$ cat config.mk
export PLATFORM = sky130hd
export DESIGN_NAME = cordic_rot_pipe
export DESIGN_NICKNAME = d
export VERILOG_FILES = /design/src/rtl/cordic_rot_pkg.sv /design/src/rtl/cordic_valid_line.sv /design/src/rtl/cordic_rot_stage.sv /design/src/rtl/cordic_rot_pipe.sv
export SDC_FILE = /design/constraint.sdc
export NUM_CORES = 2
export LEC_CHECK = 0
export ABC_CLOCK_PERIOD_IN_PS = 2900
export BUFFER_PORTS_ARGS = -buffer_cell sky130_fd_sc_hd__buf_2
export CAP_MARGIN = 20
export CORE_MARGIN = 4
export CORE_UTILIZATION = 46
export DETAILED_ROUTE_END_ITERATION = 10
export MAX_ROUTING_LAYER = met4
export PLACE_DENSITY = 0.7
export SYNTH_ARGS = -nofsm -noshare
export SYNTH_HDL_FRONTEND = slang
export SYNTH_HIERARCHICAL = 1
export SYNTH_SLANG_ARGS = --single-unit
$ cat constraint.sdc
create_clock -name clk -period 2.9 [get_ports clk]
set_input_delay 0.29 -clock clk [delete_from_list [all_inputs] [get_ports clk]]
set_output_delay 0.29 -clock clk [all_outputs]
set_load 0.03 [all_outputs]
$ cat src/rtl/cordic_rot_pkg.sv
package cordic_rot_pkg;

    // atan(2^-i) as a fraction of one full turn, scaled by 2^32
    function automatic longint unsigned atan_turn32(input int idx);
        case (idx)
            0:  return 64'h20000000;
            1:  return 64'h12E4051E;
            2:  return 64'h09FB385B;
            3:  return 64'h051111D4;
            4:  return 64'h028B0D43;
            5:  return 64'h0145D7E1;
            6:  return 64'h00A2F61E;
            7:  return 64'h00517C55;
            8:  return 64'h0028BE53;
            9:  return 64'h00145F2F;
            10: return 64'h000A2F98;
            11: return 64'h000517CC;
            12: return 64'h00028BE6;
            13: return 64'h000145F3;
            14: return 64'h0000A2FA;
            15: return 64'h0000517D;
            16: return 64'h000028BE;
            17: return 64'h0000145F;
            18: return 64'h00000A30;
            19: return 64'h00000518;
            20: return 64'h0000028C;
            21: return 64'h00000146;
            22: return 64'h000000A3;
            23: return 64'h00000051;
            24: return 64'h00000029;
            25: return 64'h00000014;
            26: return 64'h0000000A;
            27: return 64'h00000005;
            28: return 64'h00000003;
            29: return 64'h00000001;
            30: return 64'h00000001;
            default: return 64'h0;
        endcase
    endfunction

    // Arctangent step rounded to a turn scaled by 2^w
    function automatic longint unsigned atan_units(input int idx, input int w);
        longint unsigned t;
        t = atan_turn32(idx);
        if (w >= 32)
            return t << (w - 32);
        return (t + (64'd1 << (31 - w))) >> (32 - w);
    endfunction

endpackage

$ cat src/rtl/cordic_valid_line.sv
module cordic_valid_line #(
    parameter int DEPTH = 14
) (
    input  logic             clk,
    input  logic             rst_n,
    input  logic             vin,
    output logic [DEPTH:0]   taps
);
    // sr[k] holds the flag delayed by k+1 cycles
    logic [DEPTH-1:0] sr;

    always_ff @(posedge clk) begin
        if (!rst_n)
            sr <= '0;
        else
            sr <= (sr << 1) | DEPTH'(vin);
    end

    assign taps = {sr, vin};

endmodule

$ cat src/rtl/cordic_rot_stage.sv
module cordic_rot_stage
    import cordic_rot_pkg::*;
#(
    parameter int XW    = 14,
    parameter int ANG_W = 20,
    parameter int IDX   = 0
) (
    input  logic                    clk,
    input  logic                    rst_n,
    input  logic                    vld_in,
    input  logic signed [XW-1:0]    x_in,
    input  logic signed [XW-1:0]    y_in,
    input  logic signed [ANG_W-1:0] z_in,
    output logic signed [XW-1:0]    x_out,
    output logic signed [XW-1:0]    y_out,
    output logic signed [ANG_W-1:0] z_out
);
    localparam logic signed [ANG_W-1:0] STEP = ANG_W'(atan_units(IDX, ANG_W));

    logic                    turn_ccw;
    logic signed [XW-1:0]    x_sh, y_sh, x_nx, y_nx;
    logic signed [ANG_W-1:0] z_nx;

    always_comb begin
        turn_ccw = ~z_in[ANG_W-1];
        x_sh     = x_in >>> IDX;
        y_sh     = y_in >>> IDX;
        if (turn_ccw) begin
            x_nx = x_in - y_sh;
            y_nx = y_in + x_sh;
            z_nx = z_in - STEP;
        end else begin
            x_nx = x_in + y_sh;
            y_nx = y_in - x_sh;
            z_nx = z_in + STEP;
        end
    end

    always_ff @(posedge clk) begin
        if (!rst_n) begin
            x_out <= '0;
            y_out <= '0;
            z_out <= '0;
        end else begin
            x_out <= x_nx;
            y_out <= y_nx;
            z_out <= z_nx;
        end
    end

    function automatic logic [ANG_W:0] mag(input logic signed [ANG_W-1:0] v);
        logic signed [ANG_W:0] e;
        e = {v[ANG_W-1], v};
        return (e < 0) ? ANG_W'(0) - e : e;
    endfunction

    AST_DIR_SENSE: assert property (@(posedge clk) disable iff (!rst_n)
        $past(vld_in) |-> ($past(z_in[ANG_W-1]) ? (z_out >= $past(z_in)) : (z_out <= $past(z_in))));

    AST_ANG_CONVERGE: assert property (@(posedge clk) disable iff (!rst_n)
        $past(vld_in && (mag(z_in) <= 2 * mag(STEP))) |-> (mag(z_out) <= mag(STEP)));

endmodule

$ cat src/rtl/cordic_rot_pipe.sv
module cordic_rot_pipe #(
    parameter int DATA_W = 12,
    parameter int ANG_W  = 20,
    parameter int N_ITER = 14
) (
    input  logic                     clk,
    input  logic                     rst_n,
    input  logic                     in_valid,
    input  logic signed [DATA_W-1:0] in_x,
    input  logic signed [DATA_W-1:0] in_y,
    input  logic signed [ANG_W-1:0]  in_ang,
    output logic                     out_valid,
    output logic signed [DATA_W+1:0] out_x,
    output logic signed [DATA_W+1:0] out_y,
    output logic signed [ANG_W-1:0]  out_ang
);
    localparam int XW = DATA_W + 2;
    localparam int CW = $clog2(N_ITER + 2) + 1;

    if (N_ITER < 1 || N_ITER > 32) begin : g_bad_depth
        $error("N_ITER must lie in 1..32");
    end

    logic signed [XW-1:0]    xs [N_ITER+1];
    logic signed [XW-1:0]    ys [N_ITER+1];
    logic signed [ANG_W-1:0] zs [N_ITER+1];
    logic [N_ITER:0]         vtap;

    assign xs[0] = XW'(in_x);
    assign ys[0] = XW'(in_y);
    assign zs[0] = in_ang;

    cordic_valid_line #(.DEPTH(N_ITER)) u_vline (
        .clk   (clk),
        .rst_n (rst_n),
        .vin   (in_valid),
        .taps  (vtap)
    );

    for (genvar i = 0; i < N_ITER; i++) begin : g_stage
        cordic_rot_stage #(.XW(XW), .ANG_W(ANG_W), .IDX(i)) u_stage (
            .clk    (clk),
            .rst_n  (rst_n),
            .vld_in (vtap[i]),
            .x_in   (xs[i]),
            .y_in   (ys[i]),
            .z_in   (zs[i]),
            .x_out  (xs[i+1]),
            .y_out  (ys[i+1]),
            .z_out  (zs[i+1])
        );
    end

    assign out_valid = vtap[N_ITER];
    assign out_x     = xs[N_ITER];
    assign out_y     = ys[N_ITER];
    assign out_ang   = zs[N_ITER];

    // Count of samples currently inside the pipe, kept from the port handshake
    logic [CW-1:0] inflight;
    always_ff @(posedge clk) begin
        if (!rst_n)
            inflight <= '0;
        else
            inflight <= inflight + CW'(in_valid) - CW'(out_valid);
    end

    AST_RESET_QUIET: assert property (@(posedge clk) disable iff (!rst_n)
        $rose(rst_n) |-> (!out_valid && out_x == 0 && out_y == 0 && out_ang == 0));

    AST_PIPE_FULL_EMITS: assert property (@(posedge clk) disable iff (!rst_n)
        (inflight == CW'(N_ITER)) |-> out_valid);

    AST_INFLIGHT_BOUND: assert property (@(posedge clk) disable iff (!rst_n)
        inflight <= CW'(N_ITER));

endmodule

==> summary.md <==
### STA
• 698 ps — Worst-Margin Slew
• 2800 ps — final period demand of the worst path
• 96.5% — final clock period utilization by the worst path
• 0 — Final Max Tran Viols
• 0 — final count of negative-setup-slack endpoints
• yes — unrepaired setup endpoints after global routing
• 26.7 ps — Layout Skew
• 357 MHz — Max Fclk
• 52.8% — max_slew headroom
• 0 — Final Hold Vio Count

### Worst setup path
• inv_1, ha_1, nor2b_1, a21oi_1, xor2_1, ha_1, o21ai_0, nor2_1, a221o_1, a2111oi_4, or3_1, a21oi_2 — cells along the critical path
• a221o_1 — Critical Path Slowest Stage Cell
• flip-flop to flip-flop — Setup Crit Path Kind
• 12 — R2R depth
• ha_1 — cell with the most instances on the worst path
• 3290 ps — CP arrival
• 3390 ps — required time at the worst-slack endpoint
• flip-flop — Setup crit start kind
• flip-flop — capturing element type of the critical path
• 440 ps — largest stage delay on the critical path
• 4 — critical path peak fanout

### Finish
• 12.8% — area grow syn2layout
• 0 — antenna diode instance count
• 7,901 — number of non-filler instances in the completed layout
• 10,400 — FILL cells
• 11.0% — share of final-layout standard cells stronger than drive strength 1
• 7,079 — number of nets in the final layout

### CTS
• 79 — clock buffers created by TritonCTS
• 3 — number of buffers on the longest clock path
• 640 ps — clk_lat worst skew
• 685 — clock sink count
• yes — CTS tree
• 3 — CTS H-Tree Depth
• clkbuf_16 — root buf cell
• 60 ps — clock edge transition at the registers on the reported setup and hold paths

### Drt
• 127,000 um — Detailed Route WL
• 5 — Pre-antenna DRT Iters
• 5.62 — number of vias per cell after detailed routing
• 0 — remaining antenna violation count
• 16.1 um — routed len/inst
• 44,400 — number of vias in the routed layout
• 2,661 — number of DRC markers after the initial detailed-route iteration
• 0 — # DRC

### Floorplanning
• 96 — boundary pin count
• 117,000 um^2 — die outline area
• 342 um — die boundary width
• 122 — Core Rows
• 46.4% — effective utilization at floorplan
• 342 um — Die Height
• 111,000 um^2 — core footprint

### Place
• 7,730 — number of placed instances with taps included
• 95 — number of input and output port buffers inserted
• 0.918 — Final GP Congestion
• 97,700 um — DPL Wire Length

### GRT
• 21.8% — Total Routing Usage GR
• 73 — pin count of the biggest net entering global routing
• 211,000 um — wire length of the first global-routing pass
• 42,300 — number of global-route vias before repair
• 0 — initial antenna violation count
• 0 — GR Overflow Total

### Run status
• finished clean — status

### Synth
• 51,400 um^2 — synthesized area
• 8.38 um^2 — Post-Synthesis Mean Instance Area
• 6,129 — cell count after synthesis
• 6,853 — syn_nets
• 6 — Ys Warns

### Job
• 0 — count of max-cap constraint violations

### Min path
• input pin to flip-flop — kind of path behind the tightest hold check
• 4 — Worst Hold Path Cells

## path summary, 6_finish.rpt
check / endpoint / startpoint / slack [ps]
setup / recovery: g_stage[6].u_stage/x_out[12]$_SDFF_PN0_ / g_stage[5].u_stage/y_out[6]$_SDFF_PN0_ / 100
setup reg to reg: g_stage[6].u_stage/x_out[12]$_SDFF_PN0_ / g_stage[5].u_stage/y_out[6]$_SDFF_PN0_ / 100
hold / removal: g_stage[0].u_stage/x_out[0]$_SDFF_PN0_ / in_x[0] / 80
hold reg to reg: g_stage[1].u_stage/z_out[2]$_SDFF_PN0_ / g_stage[0].u_stage/z_out[2]$_SDFF_PN0_ / 430
## registers in the layout, summed over array words and instances, names as in the netlist
signal                 count
g_stage.u_stage/x_out    196
g_stage.u_stage/y_out    195
u_vline/sr                14
g_stage.u_stage/z_out    280
## cell usage in the layout (no fill, tap or decap), types with 46 or more instances in the layout
cell,instances
buf_4,201
ha_1,633
o21a_1,101
o21ai_1,46
and2_1,149
nand2b_1,117
a21o_1,202
buf_2,94
nor2b_1,62
a211oi_1,105
dfxtp_1,674
inv_1,263
nor2_1,648
a21oi_1,474
xor2_1,205
nor3_1,180
nand4_1,69
nand2_1,357
o21ai_0,267
o211ai_1,47
and3_1,52
mux2i_1,124
xnor2_1,258
clkbuf_16,81
a31oi_1,83
nand3_1,98
## routing by layer
| layer | vias up | GRT usage [%] | share of wire [%] |
|---|---|---|---|
| met3 | 204 | 2.38 | 4.1 |
| met2 | 886 | 34.6 | 45 |
| li1 | 22600 | - | - |
| met5 | - | - | 0 |
| met1 | 20700 | 29.6 | 48 |
| met4 | 0 | 5.68 | 2.4 |
## stage by stage
step | instance area, um^2 | utilization (%) | worst slack [ps] | TNS [ps] | hold WS (ps)
after floorplan | 51400 | - | 6.08 | 0 | 362
after global placement | 54500 | 49.2 | -38.2 | -38.2 | 418
after detailed placement | 54500 | 49.2 | 0.129 | 0 | 417
after CTS | 57500 | 51.9 | 8.29 | 0 | 40.4
after global routing | 58000 | 52.3 | -51.9 | -191 | 58.9
final | 58000 | 52.3 | 101 | 0 | 75.4
## what timing repair did
item                                    in CTS  in global routing
hold buffers                                21                  0
gates resized for setup                      2                 97
pin swaps                                    1                 17
endpoints found under the setup margin       2                 78
endpoints found under the hold margin       21                  0
setup buffers                                1                 10
## cell type report
type / count / area, um^2 / share of cell area [%]
tap: 1488 / 1860 / 3.21
multi-input combinational: 4985 / 36200 / 62.4
clock buffer: 110 / 2320 / 3.99
timing repair buffer: 327 / 2380 / 4.11
sequential: 685 / 13700 / 23.7
clock inverter: 29 / 452 / 0.779
inverter: 277 / 1050 / 1.82
## worst max-delay path, delay by kind of cell (launching register included)
kind                       cells  cell delay [ps]
AOI/OAI and AO/OA              5             1110
xor gates and xnor gates       1              230
adders and majority gates      2              500
buffers and inverters          1               40
DFF                            1              330
and+or+nand+nor                3              440
Power is left out: the tool's default activity adds up to more than one toggle a clock period on the data nets, which glitch-free logic cannot reach.
